File: src/rtl/pw_meter_pkg.sv
package pw_meter_pkg;
  localparam int REG_W  = 32;
  localparam int ADDR_W = 8;

  localparam logic [ADDR_W-1:0] ADDR_STAT = 8'h00;
  localparam logic [ADDR_W-1:0] ADDR_CTRL = 8'h04;
  localparam logic [ADDR_W-1:0] ADDR_BASE = 8'h20;
  localparam logic [ADDR_W-1:0] ADDR_CH0  = 8'h28;
  localparam int CH_STRIDE = 8;

  typedef struct packed {
    logic [REG_W-1:0] period;
    logic [REG_W-1:0] high;
  } meas_t;

  function automatic logic [ADDR_W-1:0] chan_addr(input int ch, input logic hi_sel);
    return ADDR_W'(int'(ADDR_CH0) + ch * CH_STRIDE + (hi_sel ? 4 : 0));
  endfunction
endpackage

File: src/rtl/pw_edge_sync.sv
module pw_edge_sync #(
  parameter int STAGES = 2
) (
  input  logic clk,
  input  logic rst_n,
  input  logic clr,
  input  logic din,
  output logic rise,
  output logic fall
);
  // sh[STAGES-1] is the synchronised level, sh[STAGES] its previous value
  logic [STAGES:0] sh;

  always_ff @(posedge clk or negedge rst_n) begin
    if (!rst_n)   sh <= '0;
    else if (clr) sh <= '0;
    else          sh <= {sh[STAGES-1:0], din};
  end

  assign rise = sh[STAGES-1] & ~sh[STAGES];
  assign fall = ~sh[STAGES-1] & sh[STAGES];


  rise_pulse_chk: assert property (@(posedge clk) disable iff (!rst_n || clr)
    rise |=> !rise);

  fall_pulse_chk: assert property (@(posedge clk) disable iff (!rst_n || clr)
    fall |=> !fall);
endmodule

File: src/rtl/pw_chan.sv
module pw_chan
  import pw_meter_pkg::*;
#(
  parameter int CNT_W = 32
) (
  input  logic             clk,
  input  logic             rst_n,
  input  logic             clr,
  input  logic             rise,
  input  logic             fall,
  output logic [REG_W-1:0] period_o,
  output logic [REG_W-1:0] high_o
);
  localparam logic [CNT_W-1:0] CNT_MAX = {CNT_W{1'b1}};
  localparam logic [CNT_W-1:0] CNT_ONE = CNT_W'(1);

  logic [CNT_W-1:0] cnt, per_q, hi_q;
  logic             seen_q, valid_q;

  always_ff @(posedge clk or negedge rst_n) begin
    if (!rst_n) begin
      cnt <= '0; per_q <= '0; hi_q <= '0; seen_q <= 1'b0; valid_q <= 1'b0;
    end else if (clr) begin
      cnt <= '0; per_q <= '0; hi_q <= '0; seen_q <= 1'b0; valid_q <= 1'b0;
    end else begin
      if (rise) begin
        cnt    <= CNT_ONE;
        seen_q <= 1'b1;
        if (seen_q) begin
          per_q   <= cnt;
          valid_q <= 1'b1;
        end
      end else if (cnt != CNT_MAX) begin
        cnt <= cnt + CNT_ONE;
      end
      if (fall && seen_q) hi_q <= cnt;
    end
  end

  assign period_o = REG_W'(per_q);
  assign high_o   = valid_q ? REG_W'(hi_q) : '0;


  cnt_restart_chk: assert property (@(posedge clk) disable iff (!rst_n || clr)
    rise |=> cnt == CNT_ONE);

  cnt_sat_chk: assert property (@(posedge clk) disable iff (!rst_n || clr)
    (cnt == CNT_MAX && !rise) |=> cnt == CNT_MAX);

  period_hold_chk: assert property (@(posedge clk) disable iff (!rst_n || clr)
    !rise |=> $stable(period_o));

  high_hold_chk: assert property (@(posedge clk) disable iff (!rst_n || clr)
    (!rise && !fall) |=> $stable(high_o));

  zero_until_valid_chk: assert property (@(posedge clk) disable iff (!rst_n || clr)
    !valid_q |-> (period_o == '0 && high_o == '0));
endmodule

File: src/rtl/pw_regs.sv
module pw_regs
  import pw_meter_pkg::*;
#(
  parameter int NCH     = 4,
  parameter int BASE_HZ = 250_000_000
) (
  input  logic                  clk,
  input  logic                  rst_n,
  input  logic [ADDR_W-1:0]     addr,
  input  logic                  wr,
  input  logic [REG_W-1:0]      wdata,
  input  meas_t [NCH-1:0]       meas,
  output logic [REG_W-1:0]      rdata,
  output logic                  soft_rst
);
  logic clr_req;
  logic unused_wbits;

  assign clr_req      = wr && (addr == ADDR_CTRL) && wdata[0];
  assign unused_wbits = ^wdata[REG_W-1:1];

  always_ff @(posedge clk or negedge rst_n) begin
    if (!rst_n) soft_rst <= 1'b0;
    else        soft_rst <= clr_req;
  end

  always_comb begin
    rdata = '0;
    if (addr == ADDR_BASE) rdata = REG_W'(BASE_HZ);
    for (int c = 0; c < NCH; c++) begin
      if (addr == chan_addr(c, 1'b0)) rdata = meas[c].period;
      if (addr == chan_addr(c, 1'b1)) rdata = meas[c].high;
    end
  end


  stat_ctrl_zero_chk: assert property (@(posedge clk) disable iff (!rst_n)
    (addr == ADDR_STAT || addr == ADDR_CTRL) |-> rdata == '0);

  base_read_chk: assert property (@(posedge clk) disable iff (!rst_n)
    (addr == ADDR_BASE) |-> rdata == REG_W'(BASE_HZ));

  soft_rst_chk: assert property (@(posedge clk) disable iff (!rst_n)
    (wr && addr == ADDR_CTRL && !wdata[0]) |=> !soft_rst);
endmodule

File: src/rtl/pw_meter.sv
module pw_meter
  import pw_meter_pkg::*;
#(
  parameter int NCH         = 4,            // channel count, at most 27 with 8-bit addresses
  parameter int CNT_W       = 32,           // counter width, at most 32
  parameter int BASE_HZ     = 250_000_000,  // clock frequency reported at 0x20
  parameter int SYNC_STAGES = 2
) (
  input  logic              clk,
  input  logic              rst_n,
  input  logic [NCH-1:0]    meas_in,
  input  logic [ADDR_W-1:0] reg_addr,
  input  logic              reg_wr,
  input  logic [REG_W-1:0]  reg_wdata,
  output logic [REG_W-1:0]  reg_rdata
);
  logic           soft_rst;
  logic [NCH-1:0] rise, fall;
  meas_t [NCH-1:0] meas;

  for (genvar g = 0; g < NCH; g++) begin : g_ch
    pw_edge_sync #(.STAGES(SYNC_STAGES)) u_sync (
      .clk (clk), .rst_n (rst_n), .clr (soft_rst),
      .din (meas_in[g]), .rise (rise[g]), .fall (fall[g])
    );
    pw_chan #(.CNT_W(CNT_W)) u_chan (
      .clk (clk), .rst_n (rst_n), .clr (soft_rst),
      .rise (rise[g]), .fall (fall[g]),
      .period_o (meas[g].period), .high_o (meas[g].high)
    );
  end

  pw_regs #(.NCH(NCH), .BASE_HZ(BASE_HZ)) u_regs (
    .clk (clk), .rst_n (rst_n), .addr (reg_addr), .wr (reg_wr),
    .wdata (reg_wdata), .meas (meas), .rdata (reg_rdata), .soft_rst (soft_rst)
  );
endmodule

File: config.mk
export PLATFORM = sky130hd
export DESIGN_NAME = pw_meter
export DESIGN_NICKNAME = d
export VERILOG_FILES = /design/src/rtl/pw_meter_pkg.sv /design/src/rtl/pw_edge_sync.sv /design/src/rtl/pw_chan.sv /design/src/rtl/pw_regs.sv /design/src/rtl/pw_meter.sv
export SDC_FILE = /design/constraint.sdc
export NUM_CORES = 1
export LEC_CHECK = 0
export ABC_CLOCK_PERIOD_IN_PS = 3500
export BUFFER_PORTS_ARGS = -buffer_cell sky130_fd_sc_hd__buf_2
export CORE_MARGIN = 5
export CORE_UTILIZATION = 55
export CTS_BUF_LIST = sky130_fd_sc_hd__clkbuf_2
export DETAILED_ROUTE_END_ITERATION = 8
export PLACE_DENSITY = 0.76
export SYNTH_ARGS = -nofsm -noshare
export SYNTH_HDL_FRONTEND = slang
export SYNTH_SLANG_ARGS = --single-unit
File: constraint.sdc
create_clock -name clk -period 3.5 [get_ports clk]
set_input_delay 0.7 -clock clk [delete_from_list [all_inputs] [get_ports clk]]
set_output_delay 0.7 -clock clk [all_outputs]
set_load 0.02 [all_outputs]
==> impl_metrics.env <==
export IMPL_critPathRequiredTime_ns=2.80
export IMPL_insertion_delay_ns=1.05
export IMPL_timing_critical_path_arrival_ns=2.80
export IMPL_die_w_um=201.2
export IMPL_end_kind="output port"
export IMPL_ys_async_sr_fraction_pct=100.0
export IMPL_synth_edf_count=0
export IMPL_worst_slew_pin_slew_ns=1.205
export IMPL_wl_per_cell_um=20.03
export IMPL_core_rowCount=70
export IMPL_syn_cell_area_um2=20110
export IMPL_syn_mean_instance_area_um2=8.471
export IMPL_yosys_top_cells_area="dfrtp_1, nand2_1, a21oi_1"
export IMPL_design_area_um2=22840
export IMPL_slowest_delay_ns=0.39
export IMPL_p_sw_share_pct=30.73
export IMPL_grt_busiest_layer="met1"
export IMPL_h_tree_depth=3
export IMPL_drtIter0Drc=1890
export IMPL_yosys_warnings=0
export IMPL_place_hpwl_mm=41.06
export IMPL_syn_nets=2425
export IMPL_violations="setup timing"
export IMPL_cp_slowest_cell="dfrtp_1"
export IMPL_synth_ff_type="dfrtp_1"
export IMPL_setup_worst_path_start="g_ch[0].u_chan.valid_q"
export IMPL_path_clk_slew_ns=0.12
export IMPL_grt_use_met1_pct=43.48
export IMPL_period_share_pct=100.0
export IMPL_power_density_nw_per_um2=402.5
export IMPL_clock_sinks=405
export IMPL_fmax_mhz=285.6
export IMPL_status="complete, but fails checks"
export IMPL_combPwrFrac_pct=9.3
export IMPL_drcViolationCount=0
export IMPL_setup_viol=1
export IMPL_synth_seq_cells=405
export IMPL_dpl_cell_area_um2=21290
export IMPL_clockBufferDepth=3
export IMPL_grtUsageMet2_pct=42.24
export IMPL_register_area_um2=10140
export IMPL_grt_overflow_total=0
export IMPL_p_leak_nw=9.575
export IMPL_internal_power_mw=6.369
export IMPL_netlist_instances=2374
export IMPL_fp_dieH_um=201.2
export IMPL_pin_count=79
export IMPL_dr_pass1_iters=6
export IMPL_grt_start_max_net_pins=92
export IMPL_finalHoldViolCount=0
export IMPL_crit_family="compound AO/OA/AOI/OAI gates"
export IMPL_viasPerCell=6.205
export IMPL_worst_path_buf_inv=3
export IMPL_synth_cell_types=69
export IMPL_synthDominantCellAreaShare_pct=50.40
export IMPL_coreArea_um2=36350
export IMPL_maxCapViolations=0
export IMPL_drtAntennaViolNets=0
export IMPL_areaGrowthSynthToFinish_pct=13.58
export IMPL_power_frac_seq_pct=56.5
export IMPL_gp_congestion=1.054
export IMPL_port_buffers=47
export IMPL_grt_antenna_before_repair=2
export IMPL_clock_skew_ns=0.1016
export IMPL_slew_viol_final=0
export IMPL_grt_pass1_wl_mm=96.58
export IMPL_clockPowerShare_pct=34.2
export IMPL_cts_buffers=103
export IMPL_fill_cells=3025
export IMPL_vias=18730
export IMPL_finalWorstSetupSlack_ns=-0.001060
export IMPL_rsz0062_at_grt="true"
export IMPL_clockRootBuffer="clkbuf_2"
export IMPL_max_slew_margin_pct=19.48
export IMPL_initial_core_util_pct=55.33
export IMPL_r2r_start="u_regs.soft_rst"
export IMPL_grtUsageTotal_pct=29.35
export IMPL_path_cells="and2_4 > buf_8 > a22oi_2 > nor2_1 > a211oi_2 > buf_4 > o21ai_2 > buf_6"
export IMPL_crit_fanout=7
export IMPL_hold_path_class="in -> async"
export IMPL_startpoint_type="flip-flop"
export IMPL_cts_tree="yes"
export IMPL_synth_top_area_cell="dfrtp_1"
export IMPL_p_switching_mw=2.825
export IMPL_ys_seq_area_share_pct=50.40
export IMPL_vdd_ir_drop_max_v=0.0002795
export IMPL_nets=2528
export IMPL_cp_depth=8
export IMPL_final_layout_size_suffix_gt1_share_pct=16.41
export IMPL_r2r_cells=7
export IMPL_period_needed_ns=3.501
export IMPL_die_area_um2=40490
export IMPL_routed_wl_mm=60.46
export IMPL_first_global_vias=17570
export IMPL_grt_met3_usage_pct=5.753
export IMPL_layoutNonFillerInstCount=3018
export IMPL_path_class="reg -> out"
export IMPL_multi_input_area_um2=9752
export IMPL_numPlacedInstances=2829
-- cell usage in the layout, fill, tap and decap left out, types with 27 or more instances in the layout --
| master | netlist | routed |
|---|---|---|
| nand2_1 | 646 | 645 |
| dfrtp_1 | 405 | 404 |
| a21oi_1 | 275 | 271 |
| o21ai_0 | 229 | 215 |
| clkbuf_2 | 0 | 143 |
| buf_4 | 2 | 100 |
| nor2_1 | 81 | 78 |
| nand3_1 | 61 | 61 |
| or3_1 | 61 | 61 |
| or4_1 | 32 | 32 |
| inv_1 | 31 | 31 |
| o31ai_1 | 31 | 31 |
| nor3_1 | 30 | 29 |
| o21ai_1 | 18 | 28 |
| a221oi_2 | 0 | 27 |
-- synth_stat cells, drive strengths merged (10+ instances only) --
library cell  number
a211oi            11
buf               26
or4               35
nor2              81
or3               61
o311ai            10
nand2b            19
a22oi             20
clkbuf           135
and2              17
and3              23
dfrtp            405
and4              16
nor3              31
a21oi            275
o31ai             31
o211ai            10
nand3             62
nand4             28
o21ai            247
inv               32
nor2b             11
a221oi            36
o221ai            13
nand2            646
nor4              15
-- power groups by stage --
| stage | combinational (mW) | clock (mW) | sequential (mW) |
|---|---|---|---|
| floorplan | 0.505 | 0 | 5.14 |
| global placement | 0.775 | 0 | 5.25 |
| detailed placement | 0.810 | 0 | 5.26 |
| CTS | 0.832 | 3.22 | 5.18 |
| global route | 0.957 | 3.48 | 5.22 |
| finish | 0.851 | 3.14 | 5.20 |
-- worst register-to-register path, stage by stage, from the launching register on --
cell and delay (ns):
dfrtp_4 0.62, clkinv_2 0.08, buf_4 0.36, buf_4 0.58
nand2_1 0.13, buf_4 0.26, or4_1 0.53, nand2_1 0.08
-- layer usage --
| layer | share of wire (%) | vias up |
|---|---|---|
| met2 | 44 | 997 |
| met3 | 9.1 | 165 |
| met4 | 4.7 | 0 |
| met1 | 42 | 8929 |
| met5 | 0 | - |
| li1 | - | 8636 |
-- path summary, 6_finish.rpt --
kind	endpoint	slack [ns]
max	reg_rdata[6]	-0.001
min	g_ch[3].u_chan.hi_q[25]	0.27
max reg2reg	g_ch[1].u_chan.cnt[12]	0.78
min reg2reg	g_ch[0].u_sync.sh[1]	0.48
max in group asynchronous	g_ch[3].u_chan.hi_q[6]	2.32
min in group clk	g_ch[2].u_sync.sh[0]	0.44
-- cells by family (layout without fill, tap and decap cells) --
family          count (synthesis)  after routing  share of synthesized area (%)
compound gates                697            697                          20.02
flops                         405            405                          50.40
buf+inv                       194            367                          3.814
mux                             6              6                         0.3049
xor+xnor                        9              9                         0.3920
simple gates                 1059           1060                          24.83
other cells                     0              2                              0
fa+ha+maj                       4              4                         0.2489
-- registers in the layout, summed over array words and instances (netlist names) --
| name | flops |
|---|---|
| g_ch.u_sync.sh | 12 |
| g_ch.u_chan.period_o | 128 |
| g_ch.u_chan.valid_q | 4 |
| u_regs.soft_rst | 1 |
| g_ch.u_chan.cnt | 128 |
| g_ch.u_chan.hi_q | 128 |
| g_ch.u_chan.seen_q | 4 |
-- final cells by class --
class,count,area share (%)
Multi-Input combinational cell,1776,42.70
Clock buffer,143,3.134
Timing Repair Buffer,158,5.917
Clock inverter,33,0.7286
Tap cell,468,2.564
Sequential cell,405,44.39
Antenna cell,2,0.02191
Inverter,33,0.5478
-- repair_timing --
action | in CTS | in global routing
gates cloned | 3 | 1
resized for setup | 65 | 70
hold buffers | 7 | 0
pin swaps | 13 | 20
setup endpoints to repair | 30 | 31
hold endpoints to repair | 86 | 0
buffers inserted | 0 | 3
-- metrics by stage --
stage	TNS (ns)	power, mW	util, %	setup WS, ns	hold WS, ns
after CTS	-0.1522	9.233	61.87	-0.05882	0.2420
final	-0.001060	9.194	62.84	-0.001060	0.2657
after detailed placement	0	6.069	58.58	0.1377	0.4640
after global placement	0	6.025	58.58	0.2005	0.4507
after global routing	-1.146	9.660	62.84	-0.1387	0.2517
after floorplan	0	5.643	-	0.3187	0.4044
(Power assumes the default switching activity.)
